==> src/rtl/vic_pkg.sv <==
package vic_pkg;
  localparam int unsigned VIC_LINES    = 8;
  localparam int unsigned VIC_VEC_W    = 8;
  localparam int unsigned VIC_BASE_RST = 32;
  localparam int unsigned VIC_CAS_LINE = 2;

  typedef enum logic [1:0] {
    SEL_PRI_BASE = 2'd0,
    SEL_PRI_MASK = 2'd1,
    SEL_SEC_BASE = 2'd2,
    SEL_SEC_MASK = 2'd3
  } wr_sel_e;
endpackage

==> src/rtl/vic_lowest_pick.sv <==
module vic_lowest_pick #(
  parameter int unsigned N_LINES = 8,
  localparam int unsigned IDX_W = (N_LINES > 1) ? $clog2(N_LINES) : 1
) (
  input  logic [N_LINES-1:0] elig_i,
  output logic               found_o,
  output logic [IDX_W-1:0]   idx_o
);
  always_comb begin
    found_o = 1'b0;
    idx_o   = '0;
    for (int i = N_LINES - 1; i >= 0; i--) begin
      if (elig_i[i]) begin
        found_o = 1'b1;
        idx_o   = IDX_W'(i);
      end
    end
  end
endmodule

==> src/rtl/vic_unit.sv <==
module vic_unit #(
  parameter int unsigned N_LINES  = vic_pkg::VIC_LINES,
  parameter int unsigned VEC_W    = vic_pkg::VIC_VEC_W,
  parameter int unsigned BASE_RST = vic_pkg::VIC_BASE_RST,
  parameter bit          CAS_EN   = 1'b0,
  parameter int unsigned CAS_LINE = vic_pkg::VIC_CAS_LINE,
  localparam int unsigned IDX_W = (N_LINES > 1) ? $clog2(N_LINES) : 1
) (
  input  logic               clk_i,
  input  logic               rst_ni,
  input  logic [N_LINES-1:0] req_i,
  input  logic               base_we_i,
  input  logic               mask_we_i,
  input  logic [VEC_W-1:0]   wdata_i,
  input  logic [VEC_W-1:0]   cas_vec_i,
  input  logic               ack_i,
  output logic               intr_o,
  output logic [VEC_W-1:0]   vec_o,
  output logic [IDX_W-1:0]   win_o
);
  logic [VEC_W-1:0]   base_q;
  logic [N_LINES-1:0] mask_q;
  logic               pend_q;
  logic [VEC_W-1:0]   vec_q;
  logic [IDX_W-1:0]   win_q;
  logic [N_LINES-1:0] elig;
  logic               found;
  logic [IDX_W-1:0]   idx;
  logic [VEC_W-1:0]   vec_d;

  assign elig = req_i & ~mask_q;

  vic_lowest_pick #(.N_LINES(N_LINES)) u_pick (
    .elig_i (elig),
    .found_o(found),
    .idx_o  (idx)
  );

  always_comb begin
    vec_d = base_q + VEC_W'(idx);
    if (CAS_EN && (idx == IDX_W'(CAS_LINE))) vec_d = cas_vec_i;
  end

  always_ff @(posedge clk_i or negedge rst_ni) begin
    if (!rst_ni) begin
      base_q <= VEC_W'(BASE_RST);
      mask_q <= '0;
    end else begin
      if (base_we_i) base_q <= wdata_i;
      if (mask_we_i) mask_q <= wdata_i[N_LINES-1:0];
    end
  end

  always_ff @(posedge clk_i or negedge rst_ni) begin
    if (!rst_ni) begin
      pend_q <= 1'b0;
      vec_q  <= '0;
      win_q  <= '0;
    end else if (pend_q) begin
      if (ack_i) pend_q <= 1'b0;
    end else if (found) begin
      pend_q <= 1'b1;
      vec_q  <= vec_d;
      win_q  <= idx;
    end
  end

  assign intr_o = pend_q;
  assign vec_o  = vec_q;
  assign win_o  = win_q;

  assert_lowest_R2: assert property (@(posedge clk_i) disable iff (!rst_ni)
    found |-> (elig[idx] && ((elig & ((N_LINES'(1) << idx) - N_LINES'(1))) == '0)));
  assert_masked_R7: assert property (@(posedge clk_i) disable iff (!rst_ni)
    found |-> !mask_q[idx]);
  assert_raise_R4: assert property (@(posedge clk_i) disable iff (!rst_ni)
    (!pend_q && found) |=> pend_q);
  assert_ack_drop_R5: assert property (@(posedge clk_i) disable iff (!rst_ni)
    (pend_q && ack_i) |=> !pend_q);
  assert_hold_R6: assert property (@(posedge clk_i) disable iff (!rst_ni)
    (pend_q && !ack_i) |=> (pend_q && $stable(vec_q) && $stable(win_q)));
  assert_idle_ack_R8: assert property (@(posedge clk_i) disable iff (!rst_ni)
    (!pend_q && ack_i && !found) |=> (!pend_q && $stable(vec_q)));
endmodule

==> src/rtl/vic_cascade_top.sv <==
module vic_cascade_top
  import vic_pkg::*;
#(
  parameter int unsigned N_LINES  = VIC_LINES,
  parameter int unsigned VEC_W    = VIC_VEC_W,
  parameter int unsigned BASE_RST = VIC_BASE_RST,
  parameter int unsigned CAS_LINE = VIC_CAS_LINE,
  localparam int unsigned IDX_W = (N_LINES > 1) ? $clog2(N_LINES) : 1
) (
  input  logic               clk_i,
  input  logic               rst_ni,
  input  logic [N_LINES-1:0] req_i,
  input  logic [N_LINES-1:0] sec_req_i,
  input  logic               wr_en_i,
  input  logic [1:0]         wr_sel_i,
  input  logic [VEC_W-1:0]   wr_data_i,
  input  logic               ack_i,
  output logic               intr_o,
  output logic [VEC_W-1:0]   vector_o
);
  logic               sec_intr;
  logic [VEC_W-1:0]   sec_vec;
  logic [IDX_W-1:0]   sec_win;
  logic [IDX_W-1:0]   pri_win;
  logic [N_LINES-1:0] pri_req;
  logic               pri_cas_win;
  logic               sec_ack;
  logic [3:0]         we;

  always_comb begin
    we = '0;
    if (wr_en_i) we[wr_sel_i] = 1'b1;
  end

  always_comb begin
    pri_req           = req_i;
    pri_req[CAS_LINE] = sec_intr;
  end

  assign pri_cas_win = intr_o && (pri_win == IDX_W'(CAS_LINE));
  assign sec_ack     = ack_i && pri_cas_win;

  vic_unit #(
    .N_LINES(N_LINES), .VEC_W(VEC_W), .BASE_RST(BASE_RST),
    .CAS_EN(1'b0), .CAS_LINE(CAS_LINE)
  ) u_sec (
    .clk_i    (clk_i),
    .rst_ni   (rst_ni),
    .req_i    (sec_req_i),
    .base_we_i(we[SEL_SEC_BASE]),
    .mask_we_i(we[SEL_SEC_MASK]),
    .wdata_i  (wr_data_i),
    .cas_vec_i('0),
    .ack_i    (sec_ack),
    .intr_o   (sec_intr),
    .vec_o    (sec_vec),
    .win_o    (sec_win)
  );

  vic_unit #(
    .N_LINES(N_LINES), .VEC_W(VEC_W), .BASE_RST(BASE_RST),
    .CAS_EN(1'b1), .CAS_LINE(CAS_LINE)
  ) u_pri (
    .clk_i    (clk_i),
    .rst_ni   (rst_ni),
    .req_i    (pri_req),
    .base_we_i(we[SEL_PRI_BASE]),
    .mask_we_i(we[SEL_PRI_MASK]),
    .wdata_i  (wr_data_i),
    .cas_vec_i(sec_vec),
    .ack_i    (ack_i),
    .intr_o   (intr_o),
    .vec_o    (vector_o),
    .win_o    (pri_win)
  );

  assert_cas_vec_R9: assert property (@(posedge clk_i) disable iff (!rst_ni)
    ($rose(intr_o) && pri_cas_win) |-> (vector_o == $past(sec_vec)));
  assert_cas_clear_R9: assert property (@(posedge clk_i) disable iff (!rst_ni)
    (ack_i && pri_cas_win) |=> !sec_intr);
  assert_sec_hold_R6: assert property (@(posedge clk_i) disable iff (!rst_ni)
    (sec_intr && !sec_ack) |=> (sec_intr && $stable(sec_vec) && $stable(sec_win)));
endmodule

==> config.mk <==
export PLATFORM = sky130hd
export DESIGN_NAME = vic_cascade_top
export DESIGN_NICKNAME = d
export VERILOG_FILES = /design/src/rtl/vic_pkg.sv /design/src/rtl/vic_lowest_pick.sv /design/src/rtl/vic_unit.sv /design/src/rtl/vic_cascade_top.sv
export SDC_FILE = /design/constraint.sdc
export NUM_CORES = 1
export LEC_CHECK = 0
export ABC_AREA = 1
export BUFFER_PORTS_ARGS = -buffer_cell sky130_fd_sc_hd__buf_4
export CORE_UTILIZATION = 25
export CTS_CLUSTER_DIAMETER = 200
export DETAILED_ROUTE_END_ITERATION = 16
export SYNTH_ARGS = -nofsm -noshare
export SYNTH_HDL_FRONTEND = slang
export SYNTH_SLANG_ARGS = --single-unit
==> constraint.sdc <==
create_clock -name clk_i -period 4.92 [get_ports clk_i]
set_clock_uncertainty 0.05 [all_clocks]
set_input_delay 0.246 -clock clk_i [delete_from_list [all_inputs] [get_ports clk_i]]
set_output_delay 0.246 -clock clk_i [all_outputs]
set_load 0.01 [all_outputs]
; ---- Word-level counts from Yosys, hierarchy flattened
; Cells that the tools add are included.
[word_totals]
register_bits = 53
latch_bits = 0
ramBits = 0
rom_bits = 0
input_bits = 30
output_inout_bits = 9
mem_count = 0
[op_classes]
addsub = 2
multipliers = 0
div_mod_pow = 0
order_cmp = 2
eq_ne = 2
shifts = 0
n_mux = 42
n_bitwise = 6
reduce_logical = 5
[op_table]
columns = op, count
row1 = 3-bit 2-to-1 mux, 16
row2 = 1-bit 2-to-1 mux, 23
row3 = 8-bit by 3-bit adder with 8-bit output, 2
row4 = 8-bit bitwise AND, 2
row5 = 8-bit inverter, 2
row6 = 8-bit 2-to-1 mux, 1
row7 = 3-bit by 2-bit equality test with 1-bit output (second input constant), 2
row8 = 4-bit 2-to-1 mux, 1
row9 = 2-bit AND reduction, 2
row10 = 1-bit logical AND, 3
row11 = 2-bit by 3-bit less-than comparator with 1-bit output (second input constant), 1
row12 = 1-bit demux with 2-bit select, 1
row13 = 2-bit by 1-bit >= comparator with 1-bit output (second input constant), 1
row14 = 1-bit inverter, 2

; ---- Logic depth before layout (Yosys ltp)
; Gate-level depths: netlist (run 1).
[logic_depth]
word_depth = 12
depth_mapped = 19
mapped_depth_nobuf = 19

; ---- By module
; A second synthesis (run 1) with hierarchy kept.
[hier_totals]
hier_cells = 369
hier_area_um2 = 2982.9
[modules_own_cells]
columns = mod, instances, cells_per_inst, area_per_inst_um2, seq_area_each_um2
row1 = vic_unit at u_pri, 1, 166, 1420.1, 701.9
row2 = vic_unit at u_sec, 1, 145, 1311.3, 701.9
row3 = vic_lowest_pick, 2, 22, 98.8, 0.0
row4 = vic_cascade_top, 1, 14, 53.8, 0.0

; ---- Worst setup path before layout (run 1)
; No wires, ideal clock.
[synth_timing]
kind = reg2reg
startpoint = reg u_sec.mask_q[5]
endpoint = reg u_sec.vec_q[6], in the netlist u_sec.vec_o[6]
setup_time_ps = 83
arrival_time_ps = 2084
required_ps = 4787
slack_ps = 2703
path_stages_with_launch = 13
path_buffers = 0
cell_sequence = dfrtp_1 > nor2_1 > a31oi_1 > o21ai_0 > nand2_1 > a21oi_1 > ha_1 > inv_1 > fa_1 > o21ai_0 > nand3_1 > xor2_1 > o21ai_0
[synth_between]
elab_chain_cells = 9
word_cells_on_any_way = 16
classes_between = add/sub: 1 / mux: 12 / bitwise: 2 / reduce/logical: 1
[synth_lines]
columns = element, line
row1 = "start, declared", vic_unit.sv:22  ; logic [N_LINES-1:0] mask_q;
row2 = "start signal, assigned", vic_unit.sv:50  ; if (mask_we_i) mask_q <= wdata_i[N_LINES-1:0];
row3 = 8-bit inverter (*), vic_unit.sv:31  ; assign elig = req_i & ~mask_q;
row4 = 8-bit bitwise AND (*), vic_unit.sv:31
row5 = 3-bit 2-to-1 mux / 1-bit 2-to-1 mux (equally long branches) (6 in series), vic_lowest_pick.sv:13  ; if (elig_i[i]) begin
row6 = 8-bit by 3-bit adder with 8-bit output / 2-bit AND reduction (equally long branches), n/a
row7 = "end signal, assigned", vic_unit.sv:63  ; vec_q <= vec_d;
row8 = "end, declared", vic_unit.sv:24  ; logic [VEC_W-1:0] vec_q;
; Every way passes the cells marked *; elsewhere a longest branch is shown, timed or not.
; A chain may end at the register's enable or synchronous reset.

; ---- Worst setup path in the final report (run 1)
; Same ends and word-level chain as after synthesis.

==> impl_results.md, run 1 <==
* Max-slew violations at 0
* Setup Buffers After CTS at 0
* Area Growth Syn to Fin at 19.4%
* Seq/Total Area, Yosys at between 40 and 50%
* I/O Pins at 39
* Final worst-path cycle share at 50.5%
* Placeable Area at roughly 11,000 um^2
* Die area at ~12,000 um^2
* Register area at approximately 1300 um^2
* Synth Instances at 347
* Clock Latency Late Sink at 310 ps
* Worst EP arrival at roughly 2700 ps
* Final Critical Period at between 2000 and 2500 ps
* Drt via density at about 4.2
* Layout Nets at about 420
* Multi-input gate area at 1210 um^2
* Routed WL per cell at approximately 12 um
* Internal at 910 uW
* Final ANT Viol Nets at 0
* Synth cell count leaders: 103 x nand2_1, 53 x inv_1, 51 x dfrtp_1
* Initial antenna violation count at 0
* Synth area leaders: dfrtp_1 46%, nand2_1 14%, o21ai_0 7.9%
* Cell Rows at 38
* Vias in the first global route at 2,136
* Relative slew slack at 56.1%
* Clock power frac at between 20% and 30%
* Worst-path fanout max at 3
* Max-cap violations at 0
* CP Launch Type: flip-flop
* Via count at roughly 2.2k
* YS warnings at 0
* CTS root buf: clkbuf_8
* Critical Path End Type: flip-flop
* Initial Util at approximately 26%
* Cells on worst reg2reg path at 12
* Worst hold path stage count at 2
* Pin count of the biggest net entering global routing at 54
* Remaining global-route overflow at 0
* # fillers at 1,179
* Part of the power in registers at 45.0%
* Status: finished clean
* Layout cell share with drive strength beyond 1 at ~17%
* WS Path Type: reg -> reg
* Flop and latch count out of synthesis at 53
* Finish-stage setup viols at 0
* Initial DRC count at 85
* Port Buffer Count at 37
* Clk slew on worst S/H paths at about 100 ps
* Placer Congestion at roughly 0.78
* Peak Freq at 403 MHz
* H-Tree Depth at 2
* Hold Fails Final Rpt at 0
* Worst vdd ir at 0.196 mV
* N_diodes at 0
* Count of flip-flops with a built-in enable after synthesis at 0
* Residual DRC at 0
* Tightest Hold Check Type: in -> reg
* Max clock buf depth at 2
* CTS tree: yes
* Mapped cell area at 2790 um^2
* TritonCTS buffer count at 5
* Synth top area share at roughly 46%
* Synth cell types at 30
* RSZ-0062 raised after global routing: false
* Setup TNS Final at 0 ps
* Switch Pwr at 532 uW
* Worst Tran Pin Value at between 600 and 700 ps
* Power Density at 434 nW/um^2
* Mapped Avg Cell Area at ~8.0 um^2
* Chip height at about 110 um
* Detail Placement HPWL at roughly 4700 um
* Critical Path RT at just over 5000 ps
* Clock sink count at between 50 and 60
* DR pass1 iterations at 4
* Sw Ratio at 36.9%
* Power share of the combinational group at between 30 and 40%
* Hold Slack at between 70 and 80 ps
* Synthesized net count at 384
* LEAKAGE at about 0.0017 uW
* First-pass GRT wire length at approximately 10,000 um
* Area leader, netlist: dfrtp_1
* Most common cell in the synthesized netlist: nand2_1
* Total wire length at a little over 6000 um
* Synth Flop Type: dfrtp_1
* Total GRT Usage at 11.3%
* Die width at approximately 110 um
* Gates resized, CTS repair at 0
* Asr flop ratio synth at between 90% and 100%
==> worst max-delay path, stage by stage (launching register included) <==
cell     delay [ps]
dfrtp_1         420
nor2_1          150
a31oi_1          60
o21ai_0         160
nand2_1          80
a21oi_1         150
ha_1            180
inv_1            50
fa_1            390
o21ai_0         280
nand3_1         140
xor2_1          160
o21ai_0         140
==> sequential cells by signal (all words and copies together) (netlist names) <==
register and count:
u_pri.base_q 8, u_pri.intr_o 1, u_pri.mask_q 8, u_pri.vec_o 8
u_pri.win_o 3, u_sec.base_q 8, u_sec.intr_o 1, u_sec.mask_q 8
u_sec.vec_o 8
==> logic make-up after synthesis <==
kind of cell | synth area share (%)
compound gates | 12.5
xor+xnor | 1.57
fa+ha+maj | 3.68
buf+inv | 8.80
flops | 47.7
simple gates | 25.7
==> timing repair <==
item	4_1_cts	5_1_grt
setup endpoints to repair	0	0
hold buffers	1	0
hold endpoints to repair	51	0
==> layout by cell type (no fill, tap or decap), types with 2 or more instances in the layout <==
cell / count
o21ai_0: 44
nand3_1: 23
o21ai_2: 2
nand2_4: 4
fa_1: 2
dfrtp_1: 51
nor2_1: 11
xor2_1: 3
a21oi_4: 2
dfstp_2: 2
clkbuf_8: 5
buf_4: 37
nand2_2: 6
nand4_1: 5
nor3_1: 3
xnor2_1: 2
nand2_1: 103
ha_1: 5
a21oi_1: 8
inv_2: 4
inv_1: 53
==> through the flow <==
step | util, % | total power, uW | setup slack (ps) | std cells | area, um^2
2_1_floorplan | - | 985 | 2700 | 347 | 2790
3_3_place_gp | 29.6 | 1140 | 2460 | 518 | 3210
3_5_place_dp | 29.6 | 1160 | 2450 | 518 | 3210
4_1_cts | 30.7 | 1460 | 2420 | 526 | 3320
5_1_grt | 30.7 | 1560 | 2200 | 526 | 3320
6_report | 30.7 | 1440 | 2440 | 526 | 3320
==> power groups by stage <==
stage	clock network, uW	registers, uW	logic [uW]
2_1_floorplan	0	648	337
3_3_place_gp	0	652	491
3_5_place_dp	0	658	501
4_1_cts	303	649	505
5_1_grt	317	666	574
6_report	294	649	499
==> worst paths after layout <==
kind	from	endpoint	slack [ps]
setup / recovery	u_sec.mask_q[5]	u_sec.vec_o[6]	2440
setup reg to reg	u_sec.mask_q[5]	u_sec.vec_o[6]	2440
hold / removal	ack_i	u_pri.intr_o	80
max in group asynchronous	rst_ni	u_sec.vec_o[6]	3920
hold reg to reg	u_sec.vec_o[7]	u_sec.vec_o[7]	440
min in group asynchronous	rst_ni	u_pri.base_q[0]	470
==> area by class of cell <==
class                   count  share of cell area [%]
inverters                  57                    6.44
well taps                 140                    5.27
clock buffers               5                    2.07
multi-input cells         231                    36.4
repair buffers             38                    8.66
clock inverters             2                    1.17
flip-flops and latches     53                    40.0
==> routing by layer <==
| metal | track usage, % | up-vias | share of wire (%) |
|---|---|---|---|
| met3 | 2.18 | 5 | 3.9 |
| met2 | 18.2 | 41 | 44 |
| met4 | 2.35 | 0 | 0.68 |
| met1 | 15.8 | 998 | 52 |
| li1 | - | 1170 | - |
| met5 | 0 | - | 0 |
No activity file was read; power rests on OpenSTA's default activity.
==> run 2, diff against run 1 <==
==> constraint.sdc (replaced) <==
create_clock -name clk_i -period 2.1 [get_ports clk_i]
set_clock_uncertainty 0.05 [all_clocks]
set_input_delay 0.105 -clock clk_i [delete_from_list [all_inputs] [get_ports clk_i]]
set_output_delay 0.105 -clock clk_i [all_outputs]
set_load 0.01 [all_outputs]
==> impl_results.md, run 2 (synthesis gave the netlist of run 1 again) <==
* Multi-input gate area at 1370 um^2 (was 1210 um^2)
* Critical Path, Cell by Cell: nor2_2 > a31oi_1 > o21ai_1 > nand2_1 > a21oi_2 > ha_2 > inv_2 > fa_2 > o21ai_2 > nand3_1 > xor2_1 > o21ai_1 (was nor2_1 > a31oi_1 > o21ai_0 > nand2_1 > a21oi_1 > ha_1 > inv_1 > fa_1 > o21ai_0 > nand3_1 > xor2_1 > o21ai_0)
* Most frequent cells in the layout: 95 x nand2_1, 63 x buf_4, 51 x dfrtp_1 (was 103 x nand2_1, 53 x inv_1, 51 x dfrtp_1)
* Residual DRC at 0 (unchanged)
* Final Instance Count excl. Fillers at 555 (was 526)
* Finish-stage setup viols at 2 (was 0)
* Detail Placement HPWL at 4770 um (was 4690 um)
* RSZ-0062 raised after global routing: true (was false)
* Post-place instance area at 3330 um^2 (was 3210 um^2)
* Setup TNS Final at -40.1 ps (was 0 ps)
* Relative slew slack at 54.6% (was 56.1%)
* First-pass GRT wire length at 10,800 um (was 10,100 um)
* CP Launch Type: flip-flop (unchanged)
* Hold Fails Final Rpt at 0 (unchanged)
* Worst Tran Pin Value at 682 ps (was 658 ps)
* Largest stage delay on the critical path at 400 ps (was 420 ps)
* Final Total Pwr at 3620 uW (was 1440 uW)
* Top delay family on crit path: compound AO/OA/AOI/OAI gates (unchanged)
* Total wire length at 6670 um (was 6150 um)
* Cell Rows at 38 (unchanged)
* Die area at 11,600 um^2 (unchanged)
* Via count at 2,363 (was 2,214)
* Remaining global-route overflow at 0 (unchanged)
* Commonest non-fill, non-tap cell in the layout: nand2_1 (unchanged)
* N_diodes at 0 (unchanged)
* Initial antenna violation count at 0 (unchanged)
* # fillers at 1,162 (was 1,179)
* Layout cell share with drive strength beyond 1 at 31.3% (was 17.4%)
* Most used cell, CP: o21ai_1 (was o21ai_0)
* Core Util, Final at 34.0% (was 30.7%)
* CTS root buf: clkbuf_8 (unchanged)
* Reg2Reg Setup Slack at -30 ps (was 2440 ps)
* LEAKAGE at 0.00185 uW (was 0.00170 uW)
* Max-slew violations at 0 (unchanged)
* Layout Nets at 451 (was 423)
* Die width at 108 um (unchanged)
* I/O Pins at 39 (unchanged)
* Worst-path fanout max at 2 (was 3)
* DR pass1 iterations at 4 (unchanged)
* Max-cap violations at 0 (unchanged)
* Power Density at 983 nW/um^2 (was 434 nW/um^2)
* Final ANT Viol Nets at 0 (unchanged)
* Drt via density at 4.26 (was 4.21)
* Final Critical Period at 2130 ps (was 2480 ps)
* Final worst-path cycle share at 102% (was 50.5%)
* Critical Path End Type: flip-flop (unchanged)
* Clock sink count at 53 (unchanged)
* Status: complete, but fails checks (was finished clean)
* CTS tree: yes (unchanged)
* Failing checks: setup timing
* Cell total after placement at 533 (was 518)
* Placeable Area at 10,800 um^2 (unchanged)
* Chip height at 108 um (unchanged)
* Placer Congestion at 0.847 (was 0.785)
* TritonCTS buffer count at 5 (unchanged)
* Routed WL per cell at 12.0 um (was 11.7 um)
* Critical Path RT at 2280 ps (was 5090 ps)
* Peak Freq at 469 MHz (was 403 MHz)
* Max clock buf depth at 2 (unchanged)
* H-Tree Depth at 2 (unchanged)
* Initial DRC count at 86 (was 85)
* Buffers plus inverters on the worst setup path at 1 (unchanged)
* Clock Latency Late Sink at 310 ps (about the same)
* Tightest Hold Check Type: in -> reg (unchanged)
* Clk slew on worst S/H paths at 100 ps (about the same)
* Worst EP arrival at 2310 ps (was 2650 ps)
* Total GRT Usage at 12.0% (was 11.3%)
* Slowest CP cell: dfrtp_1 (unchanged)
* Vias in the first global route at 2,232 (was 2,136)
* Final worst slack at -31.8 ps (was 2440 ps)
* Pin count of the biggest net entering global routing at 54 (unchanged)
* Final Instance Area at 3680 um^2 (was 3320 um^2)
* Initial Util at 25.7% (unchanged)
* WS Path Type: reg -> reg (unchanged)
* Register area at 1330 um^2 (unchanged)
* Area Growth Syn to Fin at 32.3% (was 19.4%)
* Worst vdd ir at 0.344 mV (was 0.196 mV)
* Port Buffer Count at 37 (unchanged)
run 2: changes by cell type in the layout (fill, tap and decap cells not counted), sizes merged:
cell	previous run	this run
buf	37	64
clkbuf	5	7
bufinv	1	0
clkinvlp	0	1
dlygate4sd3	1	2
inv	58	57
run 2: area by class of cell:
cell class,count,area share (%)
multi-input cells,231,37.1
flip-flops and latches,53,36.1
repair buffers,66,13.7
inverters,57,5.81
well taps,140,4.76
clock buffers,7,2.34
clock inverters,1,0.204
run 2: power breakdown:
part | internal (uW) | switching (uW) | leakage (uW) | total [uW]
combinational | 660 | 827 | 0.00114 | 1490
clock | 269 | 350 | 0.0000445 | 619
sequential | 1310 | 201 | 0.000656 | 1510
run 2: worst paths after layout:
path / from / endpoint / cells past startpoint
worst max-delay path: u_sec.mask_q[5] / u_sec.vec_o[6] / 12
worst min-delay path: wr_data_i[3] / u_sec.base_q[3] / 3
worst max register to register: u_sec.mask_q[5] / u_sec.vec_o[6] / 12
worst min register to register: u_pri.vec_o[5] / u_pri.vec_o[5] / 2
max in group asynchronous: rst_ni / u_sec.vec_o[7] / 2
min in group asynchronous: rst_ni / u_pri.win_o[0] / 2
run 2: timing repair:
action | 4_1_cts | 5_1_grt
setup endpoints to repair | 7 | 13
gates resized for setup | 15 | 30
pin swaps | 9 | 19
hold buffers | 2 | 0
hold endpoints to repair | 52 | 0
buffers inserted | 7 | 5
run 2: routing by layer:
layer / up-vias / GRT usage [%] / wire, um
met5: - / 0 / 0
met3: 9 / 2.42 / 273
met2: 55 / 17.7 / 2900
met4: 0 / 2.94 / 93
met1: 1070 / 17.8 / 3410
li1: 1229 / - / -
run 2: worst min-delay path, cell delays in order:
cell	delay, ps
buf_4	70
inv_1	60
o21ai_0	150
run 2: metrics by stage:
stage / hold slack [ps] / worst slack (ps)
5_1_grt: 96.8 / -161
3_3_place_gp: 137 / -81.7
4_1_cts: 66.1 / -45.3
2_1_floorplan: -241 / 35.2
3_5_place_dp: 145 / -98.7
6_report: 67.5 / -31.8
==> run 3, diff against run 2 <==
--- a/config.mk
+++ b/config.mk
@@ -10,6 +10,7 @@
 export CORE_UTILIZATION = 25
 export CTS_CLUSTER_DIAMETER = 200
 export DETAILED_ROUTE_END_ITERATION = 16
+export RECOVER_POWER = 50
 export SYNTH_ARGS = -nofsm -noshare
 export SYNTH_HDL_FRONTEND = slang
 export SYNTH_SLANG_ARGS = --single-unit
==> impl_results.md, run 3 (synthesis gave the netlist of run 1 again) <==
* Total wire length at 6690 um (was 6670 um)
* Register area at 1330 um^2 (unchanged)
* Switch Pwr at 1380 uW (about the same)
* N_diodes at 0 (unchanged)
* Vias in the first global route at 2,232 (unchanged)
* Relative slew slack at 11.6% (was 54.6%)
* CTS tree: yes (unchanged)
* CTS root buf: clkbuf_8 (unchanged)
* RSZ-0062 raised after global routing: true (unchanged)
* Worst r2r src: u_sec.mask_q[5] (unchanged)
* Die width at 108 um (unchanged)
* Max-cap violations at 0 (unchanged)
* Critical Path, Cell by Cell: nor2_2 > a31oi_1 > o21ai_1 > nand2_1 > a21oi_2 > ha_2 > inv_2 > fa_2 > o21ai_2 > nand3_1 > xor2_1 > o21ai_1 (unchanged)
* Clock sink count at 53 (unchanged)
* Post-place instance area at 3330 um^2 (unchanged)
* First-pass GRT wire length at 10,800 um (unchanged)
* Die area at 11,600 um^2 (unchanged)
* Multi-input gate area at 1370 um^2 (unchanged)
* DR pass1 iterations at 4 (unchanged)
* Final worst-path cycle share at 102% (about the same)
* I/O Pins at 39 (unchanged)
* Final ANT Viol Nets at 0 (unchanged)
* Clock power frac at 17.1% (about the same)
* Remaining global-route overflow at 0 (unchanged)
* Area Growth Syn to Fin at 31.8% (was 32.3%)
* CP Launch Type: flip-flop (unchanged)
* Total GRT Usage at 12.0% (unchanged)
* Power Density at 985 nW/um^2 (was 983 nW/um^2)
* Placeable Area at 10,800 um^2 (unchanged)
* Port Buffer Count at 37 (unchanged)
* Hold Fails Final Rpt at 0 (unchanged)
* Failing checks: setup timing (unchanged)
* LEAKAGE at 0.00183 uW (was 0.00185 uW)
* Setup TNS Final at -42.1 ps (was -40.1 ps)
* Max-slew violations at 0 (unchanged)
* HP Start: wr_data_i[3] (unchanged)
* Tightest Hold Check Type: in -> reg (unchanged)
* Final Total Pwr at 3610 uW (was 3620 uW)
* Layout cell share with drive strength beyond 1 at 30.6% (was 31.3%)
* Worst vdd ir at 0.344 mV (about the same)
* Worst EP arrival at 2320 ps (was 2310 ps)
* Worst-path fanout max at 2 (unchanged)
* Pre-CTS setup slack at -98.7 ps (unchanged)
* Via count at 2,370 (was 2,363)
* Clock Latency Late Sink at 310 ps (about the same)
* Pin count of the biggest net entering global routing at 54 (unchanged)
* Layout Nets at 451 (unchanged)
* Initial DRC count at 85 (was 86)
* Most frequent cells in the layout: 95 x nand2_1, 57 x buf_4, 51 x dfrtp_1 (was 95 x nand2_1, 63 x buf_4, 51 x dfrtp_1)
* Part of the power in registers at 41.9% (was 41.8%)
* Final Instance Area at 3670 um^2 (was 3680 um^2)
* Peak Freq at 469 MHz (about the same)
* Buffers plus inverters on the worst setup path at 1 (unchanged)
* Initial Util at 25.7% (unchanged)
* Cell Rows at 38 (unchanged)
* Critical Path End Type: flip-flop (unchanged)
* Worst Tran Pin Value at 1330 ps (was 682 ps)
* Chip height at 108 um (unchanged)
* Internal at 2240 uW (about the same)
* Final worst slack at -33.7 ps (was -31.8 ps)
* Detail Placement HPWL at 4770 um (unchanged)
* Most used cell, CP: o21ai_1 (unchanged)
* Residual DRC at 0 (unchanged)
* Placer Congestion at 0.847 (unchanged)
* Drt via density at 4.27 (was 4.26)
* Power share of the combinational group at 41.0% (was 41.1%)
* H-Tree Depth at 2 (unchanged)
* Routed WL per cell at 12.0 um (about the same)
* WS Path Type: reg -> reg (unchanged)
* Commonest non-fill, non-tap cell in the layout: nand2_1 (unchanged)
* Initial antenna violation count at 0 (unchanged)
* TritonCTS buffer count at 5 (unchanged)
* Critical Path RT at 2280 ps (about the same)
* Max clock buf depth at 2 (unchanged)
* Sw Ratio at 38.1% (about the same)
* Finish-stage setup viols at 2 (unchanged)
* Top delay family on crit path: compound AO/OA/AOI/OAI gates (unchanged)
* Slowest CP cell: dfrtp_1 (unchanged)
* Largest stage delay on the critical path at 400 ps (about the same)
* Final Critical Period at 2130 ps (about the same)
* # fillers at 1,168 (was 1,162)
* Hold Slack at 68.3 ps (was 67.5 ps)
* Status: complete, but fails checks (unchanged)
* Clk slew on worst S/H paths at 100 ps (about the same)
* Crit path from: u_sec.mask_q[5] (unchanged)
==> run 3: cell count changes in the layout (fill, tap and decap cells not counted) <==
cell / change
clkbuf_2: +1
buf_4: -6
clkbuf_4: +2
clkbuf_1: +3
==> run 3: layout make-up <==
| type | instances | area share, % |
|---|---|---|
| Inverter | 57 | 5.83 |
| Clock buffer | 7 | 2.35 |
| Clock inverter | 1 | 0.205 |
| Timing Repair Buffer | 66 | 13.4 |
| Sequential cell | 53 | 36.2 |
| Tap cell | 140 | 4.77 |
| Multi-Input combinational cell | 231 | 37.3 |
==> run 3: per-layer routing <==
| layer | global-route usage, % | vias up | wire, um |
|---|---|---|---|
| met5 | 0 | - | 0 |
| met4 | 2.94 | 0 | 93 |
| met3 | 2.42 | 9 | 276 |
| met2 | 17.7 | 54 | 2900 |
| met1 | 17.8 | 1077 | 3410 |
| li1 | - | 1230 | - |
==> run 3: what timing repair did <==
item,4_1_cts,5_1_grt
setup buffers,7,5
setup endpoints to repair,7,13
gates resized for setup,15,30
hold buffers,2,0
pin swaps,9,19
hold endpoints to repair,52,0
==> run 3: path summary, 6_finish.rpt <==
kind | to | slack (ps) | depth (start not counted)
min in group asynchronous | u_pri.win_o[0] | 570 | 2
max in group asynchronous | u_sec.vec_o[7] | 620 | 2
worst min register to register | u_pri.vec_o[5] | 440 | 2
worst max-delay path | u_sec.vec_o[6] | -30 | 12
worst min-delay path | u_sec.base_q[3] | 70 | 3
worst max register to register | u_sec.vec_o[6] | -30 | 12
==> run 3: power by group through the flow <==
stage	sequential, uW	combinational, uW	clock (uW)
CTS	1510	1370	632
finish	1510	1480	618
detailed placement	1530	1290	0
floorplan	1520	793	0
global placement	1520	1260	0
global route	1550	1670	667
==> run 3: through the flow <==
stage	util (%)	std cells
after floorplan	-	347
after CTS	32.6	550
after global placement	30.7	533
after detailed placement	30.7	533
after global routing	33.9	555
final	33.9	555
==> run 3: worst register-to-register path: stages (launching register included) <==
cell and delay (ps):
dfrtp_1 400, nor2_2 120, a31oi_1 50, o21ai_1 120, nand2_1 80, a21oi_2 120, ha_2 200, inv_2 40
fa_2 340, o21ai_2 170, nand3_1 100, xor2_1 150, o21ai_1 120
